--- src/rtl/rnd_pkg.sv ---
// Package: shared encodings for the rounding unit.
// Assumes the mode input is exactly two bits wide.
package rnd_pkg;
    typedef enum logic [1:0] {
        RMODE_NEAREST = 2'd0,
        RMODE_ZERO    = 2'd1,
        RMODE_UP      = 2'd2,
        RMODE_DOWN    = 2'd3
    } rmode_e;
endpackage

--- src/rtl/rnd_decide.sv ---
// Module: rnd_decide
// Forms the single increment decision and the inexact flag from the mode,
// the sign, the kept LSB and the guard/round/sticky bits.
// Assumes the discarded bits are already collapsed into three bits.
module rnd_decide
    import rnd_pkg::*;
(
    input  logic       lsb_in,
    input  logic       sign_in,
    input  logic       guard_in,
    input  logic       round_in,
    input  logic       sticky_in,
    input  logic [1:0] mode_in,
    output logic       incr_out,
    output logic       inexact_out
);
    logic any_lost;
    rmode_e mode;

    // Purpose: summarise the discarded bits and decode the mode.
    always_comb begin
        any_lost = guard_in | round_in | sticky_in;
        mode     = rmode_e'(mode_in);
    end

    // Purpose: choose whether the magnitude gains one unit.
    always_comb begin
        unique case (mode)
            RMODE_NEAREST: incr_out = guard_in & (round_in | sticky_in | lsb_in);
            RMODE_ZERO:    incr_out = 1'b0;
            RMODE_UP:      incr_out = ~sign_in & any_lost;
            RMODE_DOWN:    incr_out = sign_in & any_lost;
            default:       incr_out = 1'b0;
        endcase
    end

    assign inexact_out = any_lost;
endmodule

--- src/rtl/rnd_incr.sv ---
// Module: rnd_incr
// Adds the increment decision to the significand. On overflow it raises a
// carry and returns the renormalized pattern (top bit only).
// Assumes SIG_W >= 2.
module rnd_incr #(
    parameter int SIG_W = 53
) (
    input  logic [SIG_W-1:0] sig_in,
    input  logic             incr_in,
    output logic [SIG_W-1:0] sig_out,
    output logic             carry_out
);
    localparam int SUM_W = SIG_W + 1;
    localparam logic [SIG_W-1:0] TOP_ONLY = {1'b1, {(SIG_W-1){1'b0}}};

    logic [SUM_W-1:0] sum;

    // Purpose: one wide adder plus renormalization on wrap.
    always_comb begin
        sum       = {1'b0, sig_in} + {{SIG_W{1'b0}}, incr_in};
        carry_out = sum[SUM_W-1];
        sig_out   = carry_out ? TOP_ONLY : sum[SIG_W-1:0];
    end
endmodule

--- src/rtl/rnd_outstage.sv ---
// Module: rnd_outstage
// Passes the rounded result through, or registers it when OUT_REG=1.
// Assumes synchronous active-low reset clearing every output to zero.
module rnd_outstage #(
    parameter int SIG_W   = 53,
    parameter bit OUT_REG = 1'b1
) (
    input  logic             clk,
    input  logic             rst_n,
    input  logic [SIG_W-1:0] sig_d,
    input  logic             carry_d,
    input  logic             inexact_d,
    output logic [SIG_W-1:0] sig_q,
    output logic             carry_q,
    output logic             inexact_q
);
    generate
        if (OUT_REG) begin : g_reg
            // Purpose: hold the result for one cycle of latency.
            always_ff @(posedge clk) begin
                if (!rst_n) begin
                    sig_q     <= '0;
                    carry_q   <= 1'b0;
                    inexact_q <= 1'b0;
                end else begin
                    sig_q     <= sig_d;
                    carry_q   <= carry_d;
                    inexact_q <= inexact_d;
                end
            end
        end else begin : g_pass
            // Purpose: zero-latency path.
            always_comb begin
                sig_q     = sig_d;
                carry_q   = carry_d;
                inexact_q = inexact_d;
            end
        end
    endgenerate
endmodule

--- src/rtl/rnd_unit.sv ---
// Module: rnd_unit (top)
// Rounds a normalized significand under four IEEE rounding directions.
// It reports a carry for exponent adjustment and an inexact flag.
// Assumes normalization and exponent handling are done by the caller.
module rnd_unit #(
    parameter int SIG_W   = 53,
    parameter bit OUT_REG = 1'b1
) (
    input  logic             clk,
    input  logic             rst_n,
    input  logic [SIG_W-1:0] sig_in,
    input  logic             sign_in,
    input  logic             guard_in,
    input  logic             round_in,
    input  logic             sticky_in,
    input  logic [1:0]       mode_in,
    output logic [SIG_W-1:0] sig_out,
    output logic             carry_out,
    output logic             inexact_out
);
    logic             incr;
    logic             inexact_c;
    logic [SIG_W-1:0] sig_c;
    logic             carry_c;

    rnd_decide u_decide (
        .lsb_in      (sig_in[0]),
        .sign_in     (sign_in),
        .guard_in    (guard_in),
        .round_in    (round_in),
        .sticky_in   (sticky_in),
        .mode_in     (mode_in),
        .incr_out    (incr),
        .inexact_out (inexact_c)
    );

    rnd_incr #(.SIG_W(SIG_W)) u_incr (
        .sig_in    (sig_in),
        .incr_in   (incr),
        .sig_out   (sig_c),
        .carry_out (carry_c)
    );

    rnd_outstage #(.SIG_W(SIG_W), .OUT_REG(OUT_REG)) u_out (
        .clk       (clk),
        .rst_n     (rst_n),
        .sig_d     (sig_c),
        .carry_d   (carry_c),
        .inexact_d (inexact_c),
        .sig_q     (sig_out),
        .carry_q   (carry_out),
        .inexact_q (inexact_out)
    );
endmodule

--- config.mk ---
export PLATFORM = sky130hd
export DESIGN_NAME = rnd_unit
export DESIGN_NICKNAME = d
export VERILOG_FILES = /design/src/rtl/rnd_pkg.sv /design/src/rtl/rnd_decide.sv /design/src/rtl/rnd_incr.sv /design/src/rtl/rnd_outstage.sv /design/src/rtl/rnd_unit.sv
export SDC_FILE = /design/constraint.sdc
export NUM_CORES = 1
export LEC_CHECK = 0
export ABC_AREA = 1
export BUFFER_PORTS_ARGS = -buffer_cell sky130_fd_sc_hd__clkbuf_2
export CAP_MARGIN = 5
export CORE_MARGIN = 1.5
export CORE_UTILIZATION = 28
export DETAILED_ROUTE_END_ITERATION = 10
export PLACE_DENSITY = 0.49
export SLEW_MARGIN = 20
export SYNTH_ARGS = -nofsm -noshare
export SYNTH_HDL_FRONTEND = slang
export SYNTH_SLANG_ARGS = --single-unit
--- constraint.sdc ---
create_clock -name clk -period 2.7 [get_ports clk]
set_input_delay 0.27 -clock clk [delete_from_list [all_inputs] [get_ports clk]]
set_output_delay 0.27 -clock clk [all_outputs]
set_load 0.01 [all_outputs]
-- Word level (Yosys, flattened, before mapping)
Cells that the tools add are included.
- flip-flop bits (word level): 55
- bits in latches: 0
- RAM bits: 0
- memory bits (read-only): 0
- bits of input ports: 61
- output and inout bits: 55
- logic and storage cells: 21
- memories kept: 0
- add/sub/neg operators: 1
- multipliers: 0
- div/mod/pow operators: 0
- $lt $le $gt $ge: 0
- equal/unequal tests: 3
- shifts and indexed selects: 0
- mux-type cells: 2
- bitwise operators: 9
- reduce and logical (&&, ||, !) cells: 2
- operators with widths (cell ; count):
    $add 53x1->54 ; 1
    $mux 53 ; 1
    $eq 2x2->1 const B ; 2
    $or 1x1->1 ; 4
    $pmux 1 s4 ; 1
    $and 1x1->1 ; 3
    $eq 2x1->1 const B ; 1
    $logic_not 2->1 ; 1
    $not 1->1 ; 2
    $reduce_or 2->1 ; 1

-- Logic depth before layout (Yosys ltp)
Gate-level depths: netlist of the first run.
- word-level depth: 6
- gate-level depth with buffers: 15
- gate-level depth less buffers: 15

-- Modules after synthesis
Synthesis of the first run repeated with hierarchy kept, for this count alone.
- cells, all modules: 601
- area, all modules: 3656.0 sq um
- modules (own cells, without submodules) (module ; instances ; cells an instance ; area an instance (sq um) ; sequential area each (sq um)):
    rnd_incr ; 1 ; 416 ; 2016.9 ; 0.0
    rnd_outstage ; 1 ; 171 ; 1577.8 ; 1101.1
    rnd_decide ; 1 ; 14 ; 61.3 ; 0.0

-- Worst setup path after synthesis of the first run
Ideal clock, no wire load.
- kind: input -> register
- start: in sign_in
- end: reg u_out.sig_q[52]
- setup time: 0.113 ns
- arrival: 1.910 ns
- required time: 2.587 ns
- path slack: 0.676 ns
- cell stages on the path: 14
- path buffers: 0
- cell sequence: nand2_1 -> xnor2_1 -> a211oi_1 -> ha_1 -> ha_1 -> nand2_1 -> nor2_2 -> nand2_1 -> nor2_4 -> nand2_1 -> nor2_1 -> nand2_1 -> nand3_1 -> nand2_1
- word-level cells in the longest chain between the ends: 5
- elaborated cells between the ends (all ways): 6
- classes of those cells: 1 x add/sub; 2 x mux; 3 x bitwise
- RTL lines (what ; line ; text):
    start, declared ; rnd_unit.sv:12 ; input logic sign_in,
    $not 1->1 ; rnd_decide.sv:31 ; RMODE_UP: incr_out = ~sign_in & any_lost;
    $and 1x1->1 ; rnd_decide.sv:31 ;
    $pmux 1 s4 * ; rnd_decide.sv:28 ; unique case (mode)
    $add 53x1->54 * ; rnd_incr.sv:20 ; sum = {1'b0, sig_in} + {{SIG_W{1'b0}}, incr_in};
    $mux 53 * ; rnd_incr.sv:22 ; sig_out = carry_out ? TOP_ONLY : sum[SIG_W-1:0];
    end signal, assigned ; rnd_outstage.sv:26 ; sig_q <= sig_d;
    end, declared ; rnd_outstage.sv:13 ; output logic [SIG_W-1:0] sig_q,
Every way passes the cells marked *; elsewhere a longest branch is shown, timed or not.
A chain may end at the register's enable or synchronous reset.

-- Worst setup path after layout of the first run
- start: in mode_in[1]
- end: reg u_out.sig_q[52]
- word-level cells in the longest chain between the ends: 4
- elaborated cells between the ends (all ways): 7
- classes of those cells: 1 x add/sub; 3 x eq/ne; 2 x mux; 1 x reduce/logical
- RTL lines (what ; line ; text):
    start, declared ; rnd_unit.sv:16 ; input logic [1:0] mode_in,
    $eq 2x2->1, or another cell as far along ; rnd_decide.sv:28 ;
    $pmux 1 s4 * ; rnd_decide.sv:28 ;
    $add 53x1->54 * ; rnd_incr.sv:20 ;
    $mux 53 * ; rnd_incr.sv:22 ;
Marks and branches as above.

==> results of run 1 <==
==> synth_stat cells (all sizes together) <==
cell    instances  area [um2]
nand3          23         120
nand2         167         634
nand3b          1        7.51
nand4          16         100
and2            1        6.26
nor3            6        35.0
a211oi          1        7.51
or2             5        31.3
xor2           16         140
inv            58         218
o21bai          1        7.51
xnor2          11        96.3
or3             1        6.26
a21oi          10        50.1
dfxtp          55        1100
buf             5        38.8
ha              2        25.0
o21ai           2        21.3
nor2          122         493
==> kinds of logic after synthesis <==
family                   share of synthesized area [%]
AO/OA/AOI/OAI                                     2.75
AND/OR/NAND/NOR                                   45.7
adder cells (fa/ha/maj)                          0.797
XOR/XNOR                                          7.53
flip-flops                                        35.1
buffers and inverters                             8.17
==> routing by layer <==
layer  GRT usage, %  up-vias  share of wire (%)  wire [um]
met5              0        -                  0          0
li1               -     1788                  -          -
met1           24.1     1469                 47       4950
met4           6.39        0                2.0        213
met3           2.81       17                3.7        390
met2           30.8       87                 47       4980
==> through the flow <==
| step | util [%] | area (um2) | cells | hold WS (ps) |
|---|---|---|---|---|
| after floorplan | - | 3140 | 503 | 382 |
| after detailed placement | 35.8 | 3900 | 758 | 552 |
| after global placement | 35.8 | 3900 | 758 | 551 |
| after CTS | 36.7 | 3990 | 766 | 208 |
| final | 36.7 | 3990 | 766 | 214 |
| after global routing | 36.7 | 3990 | 766 | 212 |
==> layout by cell type, fill, tap and decap left out, types with 8 or more instances in the layout <==
master	count
nand2_1	164
clkbuf_2	115
nor2_1	112
dfxtp_1	55
inv_1	53
nand3_1	22
xor2_1	16
nand4_1	16
xnor2_1	11
a21oi_1	10
nor2_2	8
==> worst max-delay path by stage <==
| stage | from | to | slack (ps) |
|---|---|---|---|
| after global placement | mode_in[1] | u_out.sig_q[52] | 200 |
| after detailed placement | mode_in[1] | u_out.sig_q[52] | 140 |
| after CTS | mode_in[1] | u_out.sig_q[52] | 500 |
| final | mode_in[1] | u_out.sig_q[52] | 490 |
| after global routing | mode_in[1] | u_out.sig_q[52] | 210 |
| after floorplan | sign_in | u_out.sig_q[52] | 680 |
==> worst max-delay path: cells and delay by family <==
kind	cells	cell delay, ps
adder cells (fa/ha/maj)	2	380
XOR/XNOR	1	120
buffers and inverters	1	100
AO/OA/AOI/OAI	1	220
AND/OR/NAND/NOR	10	1360
==> flip-flops by register name, summed over array words and instances (netlist names) <==
name,count
u_out.carry_q,1
u_out.sig_q,53
u_out.inexact_q,1
==> power groups by stage <==
| stage | Sequential [uW] | Clock, uW | Combinational [uW] |
|---|---|---|---|
| finish | 869 | 474 | 292 |
| global route | 873 | 532 | 329 |
| CTS | 870 | 501 | 296 |
| detailed placement | 888 | 0 | 294 |
| global placement | 887 | 0 | 295 |
| floorplan | 910 | 0 | 120 |
==> layout make-up <==
class                           count  share of cell area (%)
Clock inverter                      3                   0.595
Multi-Input combinational cell    385                    44.6
Timing Repair Buffer              120                    15.7
Tap cell                          140                    4.39
Sequential cell                    55                    27.6
Inverter                           58                    5.45
Clock buffer                        5                    1.72
==> impl_summary.log, run 1 <==
[metrics] standard-cell rows: 38
[metrics] shortest period the worst path allows: 2210 ps
[metrics] maximum number of pins on one net before global-route repair: 36
[metrics] switching portion of total power: 29.2%
[metrics] via count of the first global-routing pass: 3301
[metrics] warning count from the yosys run: 0
[metrics] Syn Nets: 566
[metrics] Die W: 109 um
[metrics] fraction of power consumed by combinational cells: 17.9%
[metrics] switching power: 477 uW
[metrics] Worst Min Path Start: sig_in[3]
[metrics] actual slew at the worst max-slew pin: 444 ps
[metrics] maximum buffer depth of the clock tree: 2
[metrics] average cell area after synthesis: 6.24 um2
[metrics] initial core utilization: 28.8%
[metrics] total routing usage reported by global routing: 18.5%
[metrics] number of buffer cells added on primary ports: 115
[metrics] antenna cells: 0
[metrics] vertical die dimension: 109 um
[metrics] Resized Gates After CTS: 0
[metrics] post-synthesis instance total: 503
[metrics] total number of vias: 3361
[metrics] cell with the biggest individual delay on the critical path: nor2_4
[metrics] Top cell by count, worst path: nand2_1
[metrics] Max Freq: 453 MHz
[metrics] Seq pwr share: 53.2%
[metrics] P&R area growth vs syn: 27.2%
[metrics] sum of negative setup slack: 0 ps
[metrics] residual DRC count: 0
[metrics] critical setup path kind: primary input to flop
[metrics] Routed wire per std cell: 13.7 um
[metrics] outcome: completed
[metrics] initial antenna violation count: 0
[metrics] clock-pin transition on the worst setup and hold timing paths: 100 ps
[metrics] proportion of power drawn by the clock network: 29.0%
[metrics] peak fanout along the critical path: 6
[metrics] filler instances: 1225
[metrics] routability congestion estimate: 0.830
[metrics] pre-CTS setup slack: 143 ps
[metrics] worst endpoint data arrival time: 2430 ps
[metrics] die footprint: 11900 um2
[metrics] detailed-routing iteration count for the pre-antenna-repair pass: 5
[metrics] Root Buffer Master: clkbuf_8
[metrics] Sequential cell area: 1100 um2
[metrics] critical path launch point type: primary input
[metrics] number of max-cap violations: 0
[metrics] layout cell share with drive strength beyond 1: 24.4%
[metrics] number of primary I/O pins: 116
[metrics] PnR worst setup slack: 493 ps
[metrics] total count of max-transition violations in the final report: 0
[metrics] final routed wirelength across all metal layers: 10.5 mm
[metrics] unrepaired setup endpoints after global routing: no
[metrics] worst-case vdd ir drop: 0.208 mV
[metrics] count of final setup violators: 0
[metrics] register area share after synthesis: 35.1%
[metrics] nature of the critical path endpoint: flop
[metrics] period utilization: 81.7%
[metrics] count of state elements after synthesis: 55
[metrics] number of buffers created by CTS: 5
[metrics] worst hold path class: primary input to flop
[metrics] count of different cell masters after synthesis: 29
[metrics] grt total ovfl: 0
[metrics] hpwl dp: 9.07 mm
[metrics] area of the multi-input gates: 1780 um2
[metrics] count of final hold-check violations: 0
[metrics] Post-CTS Repair Setup Buffers: 0
[metrics] Max-Slew Margin vs Limit: 70.3%
[metrics] hold-fix buffers at CTS: 0
[metrics] DRC violation total after the first TritonRoute iteration: 153
[metrics] summed instance area of the synthesized netlist: 3140 um2
[metrics] power density cells: 409 nW/um2
[metrics] via-per-instance ratio: 4.39
[metrics] maximum level of the CTS H-tree: 2
[metrics] slowest stage delay, CP: 310 ps
[metrics] Core Box Area: 10900 um2
[metrics] CTS sink cnt: 55
[metrics] leakage power summed over all cells: 0.00197 uW
[metrics] Final nets: 688
[metrics] crit-path cells: clkbuf_2 -> nand2_1 -> xnor2_1 -> a211oi_1 -> ha_1 -> ha_1 -> nand2_1 -> nor2_2 -> nand2_1 -> nor2_4 -> nand2_1 -> nor2_1 -> nand2_1 -> nand3_1 -> nand2_1
[metrics] number of cells on the worst hold path: 3
[metrics] overall power: 1630 uW
[metrics] wire length of the first global-routing pass: 16.5 mm
[metrics] cell-internal power: 1160 uW
[metrics] TritonCTS clock tree: built
[metrics] Worst Hold Path EP: u_out.sig_q[3]
[metrics] WP data required: 2930 ps
[metrics] Routed Antenna Nets: 0
No activity file was read; power rests on OpenSTA's default activity.
==> run 2: changes to the inputs <==
--- a/config.mk
+++ b/config.mk
@@ -11,7 +11,7 @@
 export CORE_MARGIN = 1.5
 export CORE_UTILIZATION = 28
 export DETAILED_ROUTE_END_ITERATION = 10
-export PLACE_DENSITY = 0.49
+export PLACE_DENSITY = 0.51
 export SLEW_MARGIN = 20
 export SYNTH_ARGS = -nofsm -noshare
 export SYNTH_HDL_FRONTEND = slang
==> constraint.sdc (replaced) <==
create_clock -name clk -period 1.9 [get_ports clk]
set_input_delay 0.19 -clock clk [delete_from_list [all_inputs] [get_ports clk]]
set_output_delay 0.19 -clock clk [all_outputs]
set_load 0.01 [all_outputs]
==> run 2 against run 1 <==
Compared with the run above:
- sequential share of layout area fell by 2.1 points
- critical endpoint is now u_out.sig_q[18]
- clock power rose by 55%
- sequential power rose by 42%
- critical path depth fell by 1
- first-iteration DRC count fell by 12%
- largest power group unchanged
- cell area rose by 8.2%
- non-clock buffer count rose by 27
- worst hold slack got worse by 100 ps
- count of clock-buffer cells in the layout rose by 2
==> impl_summary.log, run 2 (synthesized netlist as in run 1, its figures left out) <==
[metrics] maximum level of the CTS H-tree: 2
[metrics] total count of max-transition violations in the final report: 0
[metrics] detailed-routing iteration count for the pre-antenna-repair pass: 4
[metrics] overall power: 2420 uW
[metrics] worst hold path class: primary input to flop
[metrics] most flop-heavy register: u_out.sig_q
[metrics] Routed wire per std cell: 13.7 um
[metrics] Die W: 109 um
[metrics] DRC violation total after the first TritonRoute iteration: 135
[metrics] number of max-cap violations: 0
[metrics] P&R area growth vs syn: 37.7%
[metrics] WP data required: 2150 ps
[metrics] number of buffers created by CTS: 5
[metrics] TritonCTS clock tree: built
[metrics] grt total ovfl: 0
[metrics] number of primary I/O pins: 116
[metrics] filler instances: 1221
[metrics] standard-cell rows: 38
[metrics] routability congestion estimate: 0.886
[metrics] antenna cells: 0
[metrics] layout cell share with drive strength beyond 1: 29.9%
[metrics] wire length of the first global-routing pass: 16.6 mm
[metrics] via-per-instance ratio: 4.48
[metrics] initial core utilization: 28.8%
[metrics] Root Buffer Master: clkbuf_8
[metrics] residual DRC count: 0
[metrics] maximum number of pins on one net before global-route repair: 37
[metrics] peak fanout along the critical path: 6
[metrics] Core Box Area: 10900 um2
[metrics] final routed wirelength across all metal layers: 10.8 mm
[metrics] number of buffer cells added on primary ports: 115
[metrics] count of final hold-check violations: 0
[metrics] Inst Count DP: 782
[metrics] worst endpoint data arrival time: 2050 ps
[metrics] Routed Antenna Nets: 0
[metrics] slowest stage delay, CP: 390 ps
[metrics] Max Freq: 557 MHz
[metrics] shortest period the worst path allows: 1800 ps
[metrics] unrepaired setup endpoints after global routing: yes
[metrics] hpwl dp: 9.29 mm
[metrics] maximum buffer depth of the clock tree: 2
[metrics] Max-Slew Margin vs Limit: 59.6%
[metrics] top flop regs: u_out.sig_q (53), u_out.carry_q (1), u_out.inexact_q (1)
[metrics] critical path launch point type: primary input
[metrics] cell with the biggest individual delay on the critical path: or3_1
[metrics] vertical die dimension: 109 um
[metrics] outcome: completed
[metrics] clock-pin transition on the worst setup and hold timing paths: 110 ps
[metrics] share of the core filled with cells: 39.7%
[metrics] via count of the first global-routing pass: 3322
[metrics] initial antenna violation count: 0
[metrics] die footprint: 11900 um2
[metrics] commonest cells after routing, fill and taps aside: nand2_1, clkbuf_2, nor2_1
[metrics] Top cell by count, worst path: nor2_4
[metrics] crit-path cells: clkbuf_2 -> or3_1 -> a21oi_2 -> a211oi_2 -> ha_2 -> ha_4 -> nand2_4 -> nor2_4 -> nand3_4 -> nor2_4 -> buf_6 -> buf_4 -> xnor2_2 -> nor2_1
[metrics] count of final setup violators: 0
[metrics] CP Launch Point: sticky_in
[metrics] actual slew at the worst max-slew pin: 603 ps
[metrics] nature of the critical path endpoint: flop
[metrics] CTS sink cnt: 55
[metrics] final instance count without filler cells: 793
[metrics] Final nets: 715
[metrics] leakage power summed over all cells: 0.00215 uW
[metrics] buffers plus inverters on the worst setup path: 3
[metrics] critical setup path kind: primary input to flop
[metrics] total number of vias: 3550
[metrics] period utilization: 94.6%
[metrics] commonest non-fill, non-tap cell in the layout: nand2_1
[metrics] number of flip-flops in the largest register: 53
[metrics] Worst Min Path Start: sig_in[51]
[metrics] tightest hold margin: 114 ps
[metrics] critical path's top delay family: simple AND/OR/NAND/NOR gates
[metrics] worst-case vdd ir drop: 0.271 mV
[metrics] total routing usage reported by global routing: 18.6%
[metrics] power density cells: 559 nW/um2
-- run 2: worst min-delay path: cells and delay by family --
family / cells / cell delay (ps)
buffers and inverters: 1 / 100
AND/OR/NAND/NOR: 1 / 60
AO/OA/AOI/OAI: 1 / 50
-- run 2: area by class of cell --
class / instances / area [um2] / area share [%]
multi-input combinational: 385 / 1880 / 43.5
sequential: 55 / 1100 / 25.5
timing repair buffer: 147 / 845 / 19.5
inverter: 58 / 218 / 5.04
tap: 140 / 175 / 4.05
clock buffer: 7 / 96.3 / 2.23
clock inverter: 1 / 7.51 / 0.174
-- run 2: path summary, 6_finish.rpt --
path / slack (ps) / depth (start not counted) / end
max: 100 / 14 / u_out.sig_q[18]
min: 110 / 3 / u_out.sig_q[51]
-- run 2: layer usage --
layer,share of wire (%),GRT usage (%),up-vias,wire (um)
met5,0,0,-,0
met1,47,24.4,1606,5130
met2,47,31.7,96,5050
met4,1.5,5.17,0,161
li1,-,-,1837,-
met3,4.6,2.39,11,499
-- run 2: timing repair --
action                     CTS  global route
buffers inserted             0             3
setup endpoints to repair    1            52
pin swaps                    0            11
hold buffers                 0             0
resized for setup            2            23
cloned                       0             0
-- run 2: metrics by stage --
step / TNS [ps] / area [um2] / setup slack [ps]
detailed placement: -13160 / 4090 / -350
global route: -34.4 / 4320 / -20.3
floorplan: 0 / 3150 / 21.6
finish: 0 / 4320 / 103
global placement: -8330 / 4090 / -232
CTS: 0 / 4200 / 0.00244
-- run 2: power breakdown --
group	switching, uW	internal, uW
clock	403	333
combinational	268	179
sequential	17.2	1220
total	689	1730
==> run 3: changes to the inputs <==
--- a/config.mk
+++ b/config.mk
@@ -11,6 +11,7 @@
 export CORE_MARGIN = 1.5
 export CORE_UTILIZATION = 28
 export DETAILED_ROUTE_END_ITERATION = 10
+export MAX_ROUTING_LAYER = met4
 export PLACE_DENSITY = 0.51
 export SLEW_MARGIN = 20
 export SYNTH_ARGS = -nofsm -noshare
==> run 3 against run 2 <==
Compared with the run above:
- critical path depth grew 2
- via count fell by 1.1%
- combinational power decreased by 1%
- final cell count is 0.13% lower
- cell area is 1.2% lower
- first-iteration DRC count grew 4.4%
- count of clock-buffer cells in the layout unchanged
- sequential power about the same
- worst setup slack better by 16 ps
- largest power group unchanged
==> impl_summary.log, run 3 (synthesized netlist as in run 1, its figures left out) <==
[metrics] outcome: completed
[metrics] die footprint: 11900 um2
[metrics] via-per-instance ratio: 4.43
[metrics] leakage power summed over all cells: 0.00212 uW
[metrics] commonest cells after routing, fill and taps aside: nand2_1, clkbuf_2, nor2_1
[metrics] initial antenna violation count: 0
[metrics] cell-internal power: 1690 uW
[metrics] critical path launch point type: primary input
[metrics] critical path's top delay family: simple AND/OR/NAND/NOR gates
[metrics] shortest period the worst path allows: 1780 ps
[metrics] via count of the first global-routing pass: 3378
[metrics] number of buffers created by CTS: 5
[metrics] total number of vias: 3510
[metrics] final instance count without filler cells: 792
[metrics] maximum number of pins on one net before global-route repair: 37
[metrics] Die W: 109 um
[metrics] Seq pwr share: 52.0%
[metrics] detailed-routing iteration count for the pre-antenna-repair pass: 4
[metrics] grt total ovfl: 0
[metrics] buffers plus inverters on the worst setup path: 5
[metrics] standard-cell rows: 38
[metrics] Routed wire per std cell: 13.9 um
[metrics] fraction of power consumed by combinational cells: 18.6%
[metrics] layout cell share with drive strength beyond 1: 29.0%
[metrics] WP data required: 2170 ps
[metrics] count of final setup violators: 0
[metrics] maximum buffer depth of the clock tree: 2
[metrics] Final nets: 714
[metrics] total count of max-transition violations in the final report: 0
[metrics] Root Buffer Master: clkbuf_8
[metrics] final routed wirelength across all metal layers: 11.0 mm
[metrics] switching portion of total power: 28.7%
[metrics] count of final hold-check violations: 0
[metrics] sum of negative setup slack: 0 ps
[metrics] residual DRC count: 0
[metrics] switching power: 680 uW
[metrics] actual slew at the worst max-slew pin: 517 ps
[metrics] peak fanout along the critical path: 6
[metrics] number of max-cap violations: 0
[metrics] nature of the critical path endpoint: flop
[metrics] worst endpoint data arrival time: 2050 ps
[metrics] worst hold path class: primary input to flop
[metrics] power density cells: 555 nW/um2
[metrics] crit-path cells: clkbuf_2 -> inv_1 -> nand2_1 -> inv_1 -> a211oi_2 -> ha_2 -> ha_4 -> nand2_2 -> nor2_4 -> nand2_4 -> nor2_4 -> buf_6 -> nand4_1 -> nand2_1 -> nand2_1 -> inv_1
[metrics] termination of the worst setup path: u_out.sig_q[48]
[metrics] worst-case vdd ir drop: 0.317 mV
[metrics] unrepaired setup endpoints after global routing: yes
[metrics] vertical die dimension: 109 um
[metrics] critical setup path kind: primary input to flop
[metrics] cell with the biggest individual delay on the critical path: ha_2
[metrics] clock-pin transition on the worst setup and hold timing paths: 100 ps
[metrics] period utilization: 93.7%
[metrics] number of buffer cells added on primary ports: 115
[metrics] CTS sink cnt: 55
[metrics] hold-fix buffers at CTS: 0
[metrics] commonest non-fill, non-tap cell in the layout: nand2_1
[metrics] Max-Slew Margin vs Limit: 65.4%
[metrics] Inst Count DP: 782
[metrics] top flop regs: u_out.sig_q (53), u_out.carry_q (1), u_out.inexact_q (1)
[metrics] tightest hold margin: 119 ps
[metrics] wire length of the first global-routing pass: 17.0 mm
[metrics] total routing usage reported by global routing: 19.9%
[metrics] initial core utilization: 28.8%
[metrics] Max Freq: 561 MHz
[metrics] number of primary I/O pins: 116
[metrics] TritonCTS clock tree: built
[metrics] Routed Antenna Nets: 0
[metrics] antenna cells: 0
[metrics] hpwl dp: 9.43 mm
[metrics] proportion of power drawn by the clock network: 29.3%
[metrics] P&R area growth vs syn: 36.1%
[metrics] DRC violation total after the first TritonRoute iteration: 141
[metrics] maximum level of the CTS H-tree: 2
[metrics] Stages on worst setup path: 16
[metrics] slowest stage delay, CP: 230 ps
[metrics] Core Box Area: 10900 um2
[metrics] most flop-heavy register: u_out.sig_q
[metrics] number of flip-flops in the largest register: 53
[metrics] routability congestion estimate: 0.892
[metrics] CP Launch Point: sticky_in
[run 3: worst min path at each step]
stage	to	startpoint	cells past startpoint	slack [ps]
3_3_place_gp	u_out.sig_q[51]	sig_in[51]	3	460
6_report	u_out.sig_q[51]	sig_in[51]	3	120
4_1_cts	u_out.sig_q[51]	sig_in[51]	3	110
2_1_floorplan	u_out.inexact_q	rst_n	2	300
3_5_place_dp	u_out.sig_q[51]	sig_in[51]	3	460
5_1_grt	u_out.sig_q[51]	sig_in[51]	3	120
[run 3: power groups by stage]
stage	sequential, uW	combinational (uW)	clock [uW]
2_1_floorplan	1290	171	0
3_3_place_gp	1260	431	0
3_5_place_dp	1260	433	0
4_1_cts	1240	435	734
5_1_grt	1240	494	771
6_report	1230	442	696
[run 3: through the flow]
stage / total power (uW) / setup slack, ps / util [%] / area, um2
after floorplan: 1460 / 21.6 / - / 3150
after global placement: 1690 / -235 / 37.6 / 4090
after detailed placement: 1690 / -283 / 37.6 / 4090
after CTS: 2400 / 51.9 / 38.4 / 4180
after global routing: 2510 / -24.1 / 39.2 / 4270
final: 2370 / 119 / 39.2 / 4270
[run 3: tightest hold or removal path, delay by kind of cell]
kind / cells / cell delay (ps)
and+or+nand+nor: 1 / 60
AOI/OAI and AO/OA: 1 / 50
buffers and inverters: 1 / 100
[run 3: per-layer routing]
metal,up-vias,GRT usage [%],share of wire [%]
met5,-,-,0
met4,0,5.45,1.3
met3,9,2.45,3.7
met2,83,33.0,47
met1,1580,25.3,48
li1,1838,-,-
[run 3: repair_timing]
item                                    4_1_cts  5_1_grt
setup buffers                                 0        2
endpoints found under the setup margin        0       40
gates resized for setup                       0       18
[run 3: area by class of cell]
class                      count  area, um2
clock inverter                 1       8.76
clock buffer                   7       86.3
inverter                      58        218
sequential                    55       1100
timing repair buffer         146        828
tap                          140        175
multi-input combinational    385       1860
fill                        1243       6620
